**src/rtl/sprog_pkg.sv**
```systemverilog
package sprog_pkg;

  localparam int BYTE_W = 8;
  localparam int WORD_W = 32;

  typedef enum logic [2:0] {
    MC_ERASE   = 3'd0,
    MC_WR_PROG = 3'd1,
    MC_WR_DATA = 3'd2,
    MC_RD_PROG = 3'd3,
    MC_RD_DATA = 3'd4
  } mem_cmd_e;

  localparam logic [7:0] OP_PREFIX  = 8'hAC;
  localparam logic [7:0] OP_UNLOCK  = 8'h53;
  localparam logic [7:0] OP_ERASE   = 8'h80;
  localparam logic [7:0] OP_WR_PROG = 8'h40;
  localparam logic [7:0] OP_RD_PROG = 8'h20;
  localparam logic [7:0] OP_WR_DATA = 8'hC0;
  localparam logic [7:0] OP_RD_DATA = 8'hA0;
  localparam logic [7:0] OP_HI_BIT  = 8'h08;

endpackage

```
**src/rtl/sprog_sync.sv**
```systemverilog
module sprog_sync #(
  parameter int WIDTH = 3,
  parameter int STAGES = 2,
  parameter logic [WIDTH-1:0] RST_VAL = '0
) (
  input  logic             clk,
  input  logic             rst,
  input  logic [WIDTH-1:0] d,
  output logic [WIDTH-1:0] q
);

  logic [WIDTH-1:0] stg [STAGES];

  for (genvar g = 0; g < STAGES; g++) begin : g_stage
    if (g == 0) begin : g_first
      always_ff @(posedge clk) begin
        if (rst) stg[g] <= RST_VAL;
        else     stg[g] <= d;
      end
    end else begin : g_next
      always_ff @(posedge clk) begin
        if (rst) stg[g] <= RST_VAL;
        else     stg[g] <= stg[g-1];
      end
    end
  end

  assign q = stg[STAGES-1];

endmodule

```
**src/rtl/sprog_frame.sv**
```systemverilog
module sprog_frame
  import sprog_pkg::*;
#(
  parameter int WBITS = WORD_W
) (
  input  logic             clk,
  input  logic             rst,
  input  logic             clr,
  input  logic             sck_s,
  input  logic             mosi_s,
  input  logic             tx_load,
  input  logic [7:0]       tx_byte,
  output logic [WBITS-1:0] rx_nx,
  output logic             word_hit,
  output logic             mid_hit,
  output logic             miso
);

  localparam int CW = $clog2(WBITS);
  localparam logic [CW-1:0] LAST_BIT = CW'(WBITS - 1);
  localparam logic [CW-1:0] MID_BIT  = CW'(WBITS - BYTE_W - 1);
  localparam logic [CW-1:0] ECHO_BIT = CW'(2 * BYTE_W - 1);

  logic             sck_q;
  logic [WBITS-1:0] rx_q;
  logic [CW-1:0]    cnt_q;
  logic [7:0]       tx_q;
  logic             miso_q;
  logic             rise, fall, boundary, echo_ok;

  assign rise     = sck_s & ~sck_q;
  assign fall     = ~sck_s & sck_q;
  assign rx_nx    = {rx_q[WBITS-2:0], mosi_s};
  assign word_hit = rise && (cnt_q == LAST_BIT);
  assign mid_hit  = rise && (cnt_q == MID_BIT);
  assign boundary = rise && (cnt_q[2:0] == 3'd7);
  assign echo_ok  = (cnt_q == ECHO_BIT) && (rx_nx[15:8] == OP_PREFIX);

  always_ff @(posedge clk) begin
    if (rst) sck_q <= 1'b0;
    else     sck_q <= sck_s;
  end

  always_ff @(posedge clk) begin
    if (clr) begin
      rx_q   <= '0;
      cnt_q  <= '0;
      tx_q   <= '0;
      miso_q <= 1'b0;
    end else begin
      if (rise) begin
        rx_q  <= rx_nx;
        cnt_q <= cnt_q + 1'b1;
      end
      if (tx_load) begin
        tx_q <= tx_byte;
      end else if (boundary) begin
        tx_q <= echo_ok ? rx_nx[7:0] : 8'h00;
      end else if (fall) begin
        tx_q <= {tx_q[6:0], 1'b0};
      end
      if (fall) miso_q <= tx_q[7];
    end
  end

  assign miso = miso_q;

  AST_MISO_ON_FALL: assert property (@(posedge clk) disable iff (clr)
    !fall |=> $stable(miso_q)) else $error("miso moved without falling sck");

  AST_BIT_COUNT: assert property (@(posedge clk) disable iff (clr)
    rise |=> (cnt_q == $past(cnt_q) + 1'b1)) else $error("bit count did not advance");

endmodule

```
**src/rtl/sprog_decode.sv**
```systemverilog
module sprog_decode
  import sprog_pkg::*;
#(
  parameter int PAW = 11,
  parameter int DAW = 8
) (
  input  logic                clk,
  input  logic                clr,
  input  logic [WORD_W-1:0]   rx,
  input  logic                word_hit,
  input  logic                mid_hit,
  input  logic [7:0]          mem_rdata,
  output logic                mem_req,
  output mem_cmd_e            mem_cmd,
  output logic [PAW-1:0]      mem_addr,
  output logic                mem_hi,
  output logic [7:0]          mem_wdata,
  output logic                tx_load,
  output logic [7:0]          tx_byte
);

  logic [7:0] w1, w2, w3, w4;
  logic [7:0] m1, m2, m3;
  assign {w1, w2, w3, w4} = rx;
  assign {m1, m2, m3}     = rx[23:0];

  function automatic logic [PAW-1:0] fit_prog(input logic [15:0] a);
    return a[PAW-1:0];
  endfunction

  function automatic logic [PAW-1:0] fit_data(input logic [15:0] a);
    return PAW'(a[DAW-1:0]);
  endfunction

  logic           en_q, rdw1_q, rdw2_q;
  logic           is_unlock, issue_c, read_c;
  mem_cmd_e       cmd_c;
  logic [PAW-1:0] addr_c;
  logic           hi_c;
  logic [7:0]     wd_c;

  assign is_unlock = (w1 == OP_PREFIX) && (w2 == OP_UNLOCK);

  always_comb begin
    issue_c = 1'b0;
    read_c  = 1'b0;
    cmd_c   = MC_ERASE;
    addr_c  = '0;
    hi_c    = 1'b0;
    wd_c    = 8'h00;
    if (en_q && word_hit && !is_unlock) begin
      if (w1 == OP_PREFIX && w2 == OP_ERASE) begin
        issue_c = 1'b1;
      end else if ((w1 & ~OP_HI_BIT) == OP_WR_PROG) begin
        issue_c = 1'b1;
        cmd_c   = MC_WR_PROG;
        addr_c  = fit_prog({w2, w3});
        hi_c    = w1[3];
        wd_c    = w4;
      end else if (w1 == OP_WR_DATA) begin
        issue_c = 1'b1;
        cmd_c   = MC_WR_DATA;
        addr_c  = fit_data({w2, w3});
        wd_c    = w4;
      end
    end else if (en_q && mid_hit) begin
      if ((m1 & ~OP_HI_BIT) == OP_RD_PROG) begin
        issue_c = 1'b1;
        read_c  = 1'b1;
        cmd_c   = MC_RD_PROG;
        addr_c  = fit_prog({m2, m3});
        hi_c    = m1[3];
      end else if (m1 == OP_RD_DATA) begin
        issue_c = 1'b1;
        read_c  = 1'b1;
        cmd_c   = MC_RD_DATA;
        addr_c  = fit_data({m2, m3});
      end
    end
  end

  always_ff @(posedge clk) begin
    if (clr) begin
      en_q      <= 1'b0;
      mem_req   <= 1'b0;
      rdw1_q    <= 1'b0;
      rdw2_q    <= 1'b0;
      mem_cmd   <= MC_ERASE;
      mem_addr  <= '0;
      mem_hi    <= 1'b0;
      mem_wdata <= 8'h00;
    end else begin
      mem_req <= issue_c;
      rdw1_q  <= read_c;
      rdw2_q  <= rdw1_q;
      if (issue_c) begin
        mem_cmd   <= cmd_c;
        mem_addr  <= addr_c;
        mem_hi    <= hi_c;
        mem_wdata <= wd_c;
      end
      if (word_hit && is_unlock) en_q <= 1'b1;
    end
  end

  assign tx_load = rdw2_q;
  assign tx_byte = mem_rdata;

  AST_REQ_ONE_CYCLE: assert property (@(posedge clk) disable iff (clr)
    mem_req |=> !mem_req) else $error("request held two cycles");

  AST_REQ_NEEDS_UNLOCK: assert property (@(posedge clk) disable iff (clr)
    mem_req |-> en_q) else $error("request while locked");

  AST_UNLOCK_AT_WORD: assert property (@(posedge clk) disable iff (clr)
    $rose(en_q) |-> $past(word_hit)) else $error("unlock off boundary");

endmodule

```
**src/rtl/sprog_port.sv**
```systemverilog
module sprog_port
  import sprog_pkg::*;
#(
  parameter bit LARGE_MAP = 1'b0,
  localparam int PAW = LARGE_MAP ? 12 : 11,
  localparam int DAW = LARGE_MAP ? 9 : 8
) (
  input  logic           clk,
  input  logic           rst,
  input  logic           prog_rst_n,
  input  logic           sck,
  input  logic           mosi,
  output logic           miso,
  output logic           mem_req,
  output logic [2:0]     mem_cmd,
  output logic [PAW-1:0] mem_addr,
  output logic           mem_hi,
  output logic [7:0]     mem_wdata,
  input  logic [7:0]     mem_rdata
);

  logic [2:0]        pins_s;
  logic              sel_n_s, sck_s, mosi_s, clr;
  logic [WORD_W-1:0] rx_nx;
  logic              word_hit, mid_hit, tx_load;
  logic [7:0]        tx_byte;
  mem_cmd_e          cmd_e;

  sprog_sync #(.WIDTH(3), .STAGES(2), .RST_VAL(3'b100)) u_sync (
    .clk (clk),
    .rst (rst),
    .d   ({prog_rst_n, sck, mosi}),
    .q   (pins_s)
  );

  assign {sel_n_s, sck_s, mosi_s} = pins_s;
  assign clr = rst | sel_n_s;

  sprog_frame #(.WBITS(WORD_W)) u_frame (
    .clk      (clk),
    .rst      (rst),
    .clr      (clr),
    .sck_s    (sck_s),
    .mosi_s   (mosi_s),
    .tx_load  (tx_load),
    .tx_byte  (tx_byte),
    .rx_nx    (rx_nx),
    .word_hit (word_hit),
    .mid_hit  (mid_hit),
    .miso     (miso)
  );

  sprog_decode #(.PAW(PAW), .DAW(DAW)) u_dec (
    .clk       (clk),
    .clr       (clr),
    .rx        (rx_nx),
    .word_hit  (word_hit),
    .mid_hit   (mid_hit),
    .mem_rdata (mem_rdata),
    .mem_req   (mem_req),
    .mem_cmd   (cmd_e),
    .mem_addr  (mem_addr),
    .mem_hi    (mem_hi),
    .mem_wdata (mem_wdata),
    .tx_load   (tx_load),
    .tx_byte   (tx_byte)
  );

  assign mem_cmd = cmd_e;

  AST_PORT_QUIET: assert property (@(posedge clk) disable iff (rst)
    clr |=> (!miso && !mem_req)) else $error("port active while deselected");

endmodule

```
**config.mk**
```make
export PLATFORM = sky130hd
export DESIGN_NAME = sprog_port
export DESIGN_NICKNAME = d
export VERILOG_FILES = /design/src/rtl/sprog_pkg.sv /design/src/rtl/sprog_sync.sv /design/src/rtl/sprog_frame.sv /design/src/rtl/sprog_decode.sv /design/src/rtl/sprog_port.sv
export SDC_FILE = /design/constraint.sdc
export NUM_CORES = 1
export LEC_CHECK = 0
export ABC_AREA = 1
export BUFFER_PORTS_ARGS = -buffer_cell sky130_fd_sc_hd__buf_2
export CAP_MARGIN = 20
export CORE_ASPECT_RATIO = 1.4
export CORE_MARGIN = 1
export CORE_UTILIZATION = 46
export DETAILED_ROUTE_END_ITERATION = 16
export PLACE_DENSITY = 0.63
export SLEW_MARGIN = 30
export SYNTH_ARGS = -nofsm -noshare
export SYNTH_HDL_FRONTEND = slang
export SYNTH_SLANG_ARGS = --single-unit
```
**constraint.sdc**
```tcl
create_clock -name clk -period 2.2 [get_ports clk]
set_input_delay 0.11 -clock clk [delete_from_list [all_inputs] [get_ports clk]]
set_output_delay 0.11 -clock clk [all_outputs]
set_load 0.05 [all_outputs]
```
# Yosys cells after proc, flatten, opt, wreduce, memory -nomap -nowiden
# Memories as Yosys holds them, arrays and structs flattened.
# Index checks and enable logic that the tools add are counted.
# totals
ff_bits	73
latch_bits	0
ramBits	6
mem_bits_ro	0
output_inout_bits	25
wordCells	86
memories	1
# mem_list
name	depth	word_bits	read_ports	rd_ports_with_merged_regs	write_ports	line_no	rtl
u_sync.stg	2	3	2	0	2	sprog_sync.sv:12	logic [WIDTH-1:0] stg [STAGES];
# classes
add_sub_neg	1
mul	0
n_div	0
magnitude_cmp	0
eq_ne	12
shifts	0
n_mux	39
n_bitwise	7
n_reduce_logical	13
# op_table
cell	n
two-way mux 8 bit	10
two-way mux 11 bit	5
== test 8 bit, second input constant	5
two-way mux 3 bit	8
two-way mux 1 bit	15
== test 5 bit, second input constant	2
logical AND 1 bit	10
== test 8 x 7 -> 1 bit, second input constant	1
== test 7 x 5 -> 1 bit, second input constant	1
== test 7 x 6 -> 1 bit, second input constant	1
adder 5 x 1 -> 5 bit, second input constant	1
== test 5 x 4 -> 1 bit, second input constant	1
== test 3 bit, second input constant	1
OR 1 bit	3
nonzero test 3 bit	1
bitwise AND 1 bit	2
two-way mux 2 bit	1
inverter 1 bit	2
OR reduction 2 bit	1
logical NOT 1 bit	1

# Longest topological paths before layout
# logic_depth
word_depth	6
mapped_depth	13
ltp_nobuf	13

# By module
# From an unflattened synthesis, not the netlist that was laid out.
# unflattened
hier_cells	611
area_unflattened_um2	4081.4
# by_module_without_submodules
module	n_inst	cells_per_inst	area_per_inst_um2	seq_area_each_um2
sprog_frame	1	273	1995.7	920.9
sprog_decode	1	316	1905.6	540.5
sprog_sync	1	19	168.9	120.1
sprog_port	1	3	11.3	0.0

# Worst setup path after synthesis
# No wires, ideal clock.
# synth_timing
kind	reg-to-reg
startpoint	register u_frame.cnt_q[0]
endpoint	register u_dec.mem_cmd[0]
setup_time_ns	0.116
t_arrival_ns	1.548
slack_ns	0.536
stages_incl_launch_ff	13
period_less_slack_ns	1.664
cell_sequence	dfxtp_1 ha_1 nand2_1 nor2_1 ha_1 nand3_2 clkinv_1 nand2_4 buf_6 nand2_1 o21ai_0 nor2_1 nor2_1
# synth_between
elab_chain_cells	5
elab_cells_between_ends	11
# synth_rtl
element	line_no	rtl
from (decl)	sprog_frame.sv:26	logic [CW-1:0] cnt_q;
from (signal assigned)	sprog_frame.sv:53	cnt_q <= cnt_q + 1'b1;
== test 5 bit, on equally long branches	sprog_frame.sv:35, sprog_frame.sv:34	
logical AND 1 bit, on equally long branches	sprog_frame.sv:35, sprog_frame.sv:34	
logical AND 1 bit, on equally long branches	sprog_decode.sv:66, sprog_decode.sv:51	
two-way mux 3 bit, or another cell as far along	sprog_decode.sv:66	end else if (en_q && mid_hit) begin
two-way mux 3 bit / two-way mux 1 bit (equally long branches)	sprog_decode.sv:51	if (en_q && word_hit && !is_unlock) begin
to (signal assigned)	sprog_decode.sv:97	mem_cmd <= cmd_c;
to (decl)	sprog_decode.sv:14	output mem_cmd_e mem_cmd,
# Several ways; a longest one is shown, not always the timed one.
# A chain may end at the register's enable or synchronous reset.

# Final worst setup path
# layout_timing
startpoint	register u_frame.cnt_q[0]
endpoint	register u_dec.mem_wdata[6]
# layout_between
elab_chain_cells	5
elab_cells_between_ends	10
# layout_rtl
element	line_no	rtl
== test 5 bit, on equally long branches	sprog_frame.sv:35, sprog_frame.sv:34	
logical AND 1 bit, on equally long branches	sprog_frame.sv:35, sprog_frame.sv:34	
logical AND 1 bit, on equally long branches	sprog_decode.sv:66, sprog_decode.sv:51	
two-way mux 1 bit / logical AND 1 bit (equally long branches)	--	
two-way mux 1 bit / two-way mux 8 bit (equally long branches)	sprog_decode.sv:51	
to (signal assigned)	sprog_decode.sv:100	mem_wdata <= wd_c;
to (decl)	sprog_decode.sv:17	output logic [7:0] mem_wdata,
# Several ways; a longest one is shown, not always the timed one.

==> impl_metrics.tcl <==
set metrics [dict create \
    status "completed" \
    setup.worst_path.start_class "register" \
    hpwl_mm 5.86 \
    postSynthAreaPerCell_um2 7.01 \
    max_slew_margin_pct 68.6 \
    hold_class "primary input to register" \
    synth_nets 531 \
    grt_pass1_vias 2969 \
    cts_resized 0 \
    syn_inst 514 \
    top_layer_used "met4" \
    ys_seq_elements 79 \
    rsz0062_at_grt "false" \
    cts.clk_slew.worst_paths_ps 80 \
    setup_tns_ps 0 \
    rows 37 \
    diodes 0 \
    wl_mm 8.06 \
    core_um2 7450 \
    grt_max_degree 29 \
    drt_pass1_iterations 4 \
    synth_ff_type "dfxtp_1" \
    drive_gt1_share_pct 16.3 \
    ios 38 \
    cts_max_level 3 \
    synth.top_cell.area_share_pct 43.9 \
    synth.most_common_cell "nand2_1" \
    required_ps 2490 \
    p_leak_nw 1.90 \
    grt_use_total_pct 21.1 \
    seq_area_frac_synth_pct 43.9 \
    crit_arrival_ps 2200 \
    fillCellCount 757 \
    wl_met3_um 232 \
    fmax_mhz 525 \
    cts_tree "yes" \
    post-cts-setup-buffer-count 0 \
    skew_ps 7.15 \
    fin_util_pct 55.1 \
    cts_buffer_depth 2 \
    synth_enable_flop_cells 0 \
    die_width_um 76.8 \
    num_vias 3191 \
    tightest_slew_ps 469 \
    area_growth_pct 14.0 \
    root_buffer "clkbuf_8" \
    vias_per_cell 4.88 \
    stdcell_area_um2 4110 \
    slew_viol_final 0 \
    fin_nets 569 \
    drt_iter0_drc 188 \
    finalCritPeriodShare_pct 86.6 \
    async_reset_ff_share_pct 0 \
    powerDensity_nw_per_um2 656 \
    instances_no_fill 654 \
    place_congestion 0.820 \
    ys_warn_count 0 \
    cp_max_fo 14 \
    cts_hold_buf 3 \
    vdd_drop_max_v 0.000327 \
    netlist_area_um2 3600 \
    setup_viol 0 \
    synth_cell_types 28 \
    yosys-top-cells-count "115 x nand2_1, 89 x nor2_1, 79 x dfxtp_1, 48 x o21ai_0, 46 x inv_1" \
    antenna_left 0 \
    cts_sinks 79 \
    worstSetupEndpointType "register" \
    clock_latency_ps 350 \
    drc 0 \
    hold_violations 0 \
    die_h_um 107 \
    wl_met1_mm 3.60 \
    wl_met2_mm 4.09 \
    grt_pass1_wl_mm 13.5 \
    port_buffers 37 \
    critPathKind "register to register" \
    finalCriticalPeriod_ps 1910 \
    synth_area_leaders "dfxtp_1 44%, nand2_1 12%, nor2_1 9.3%" \
    worst-r2r-setup-slack_ps 290 \
    synth_top_cell_by_area "dfxtp_1" \
    start_util_pct 48.3 \
    placed_cells 635 \
    hold-worst-slack_ps 36.4 \
    antenna_found_initial 0 \
    placed_area_um2 3860 \
    wl_per_cell_um 12.3 \
    cts_buffers 9 \
    fp.dieArea_um2 8200 \
    cap_violations 0 \
    grt-ovfl-total 0 \
]
## worst paths after layout
check                             to             start  cells after the start
setup / recovery  u_dec.mem_wdata[6]  u_frame.cnt_q[0]                     12
hold / removal      u_sync.stg[1][1]               rst                      2
setup reg to reg  u_dec.mem_wdata[6]  u_frame.cnt_q[0]                     12
hold reg to reg     u_sync.stg[1][2]  u_sync.stg[0][2]                      1
## per-stage QoR
step | setup slack [ps] | power, mW
2_1_floorplan | 536 | 1.53
3_3_place_gp | 347 | 1.55
3_5_place_dp | 297 | 1.55
4_1_cts | 271 | 2.72
5_1_grt | 61.4 | 2.80
6_report | 295 | 2.69
## sequential cells by signal, summed over array words and instances, names as in the netlist
name             cells
u_dec.mem_addr      11
u_dec.tx_load        1
u_dec.en_q           1
u_dec.mem_req        1
u_dec.mem_hi         1
u_sync.stg           6
u_frame.cnt_q        5
u_frame.tx_q         8
u_frame.rx_q        31
u_frame.sck_q        1
u_dec.mem_wdata      8
u_dec.mem_cmd        3
u_frame.miso         1
u_dec.rdw1_q         1
## final cells by class
class / count / area [um^2] / area share, %
clock buffer: 10 / 128 / 3.11
clock inverter: 6 / 85.1 / 2.07
inverter: 56 / 210 / 5.12
multi-input combinational: 361 / 1730 / 42.1
sequential: 79 / 1580 / 38.5
tap: 97 / 121 / 2.95
timing repair buffer: 45 / 253 / 6.15
## per-layer routing
layer / track usage [%] / vias to the layer above
met5: 0 / -
met4: 10.6 / 0
met3: 4.34 / 10
met2: 36.9 / 48
met1: 24.1 / 1425
li1: - / 1708
## where the power goes
group	switching, mW	internal, mW	leakage [nW]
registers	0.00869	1.44	0.638
clock network	0.535	0.635	0.102
logic	0.0475	0.0281	1.16
## worst max-delay path, stage by stage, from the launching register on
cell	delay [ps]
dfxtp_1	360
ha_1	210
nand2_1	70
nor2_1	140
ha_1	200
nand3_2	110
clkinv_1	100
nand2_4	120
nand2_4	160
nand2_2	80
nor2_4	160
nand2_1	80
nand2_1	50
## cell families (layout without fill, tap and decap cells)
family	after synthesis	count (layout)	share of synthesized area [%]
buf+inv	74	117	8.26
fa+ha+maj	4	4	1.39
simple gates	268	268	33.5
compound gates	89	89	12.9
flops	79	79	43.9
## layout by cell type, fill, tap and decap left out, drive strengths merged
cell / synthesis / routed
a211oi: 7 / 7
a21oi: 33 / 33
buf: 5 / 42
bufinv: 0 / 2
clkbuf: 13 / 10
clkinv: 2 / 4
clkinvlp: 0 / 2
dfxtp: 79 / 79
dlygate4sd3: 0 / 3
ha: 4 / 4
inv: 54 / 54
nand2: 126 / 126
nand3: 27 / 27
nand3b: 4 / 4
nand4: 5 / 5
nor2: 100 / 100
nor3: 3 / 3
nor3b: 1 / 1
o211ai: 1 / 1
o21ai: 48 / 48
or2: 2 / 2
(Power assumes the default switching activity.)
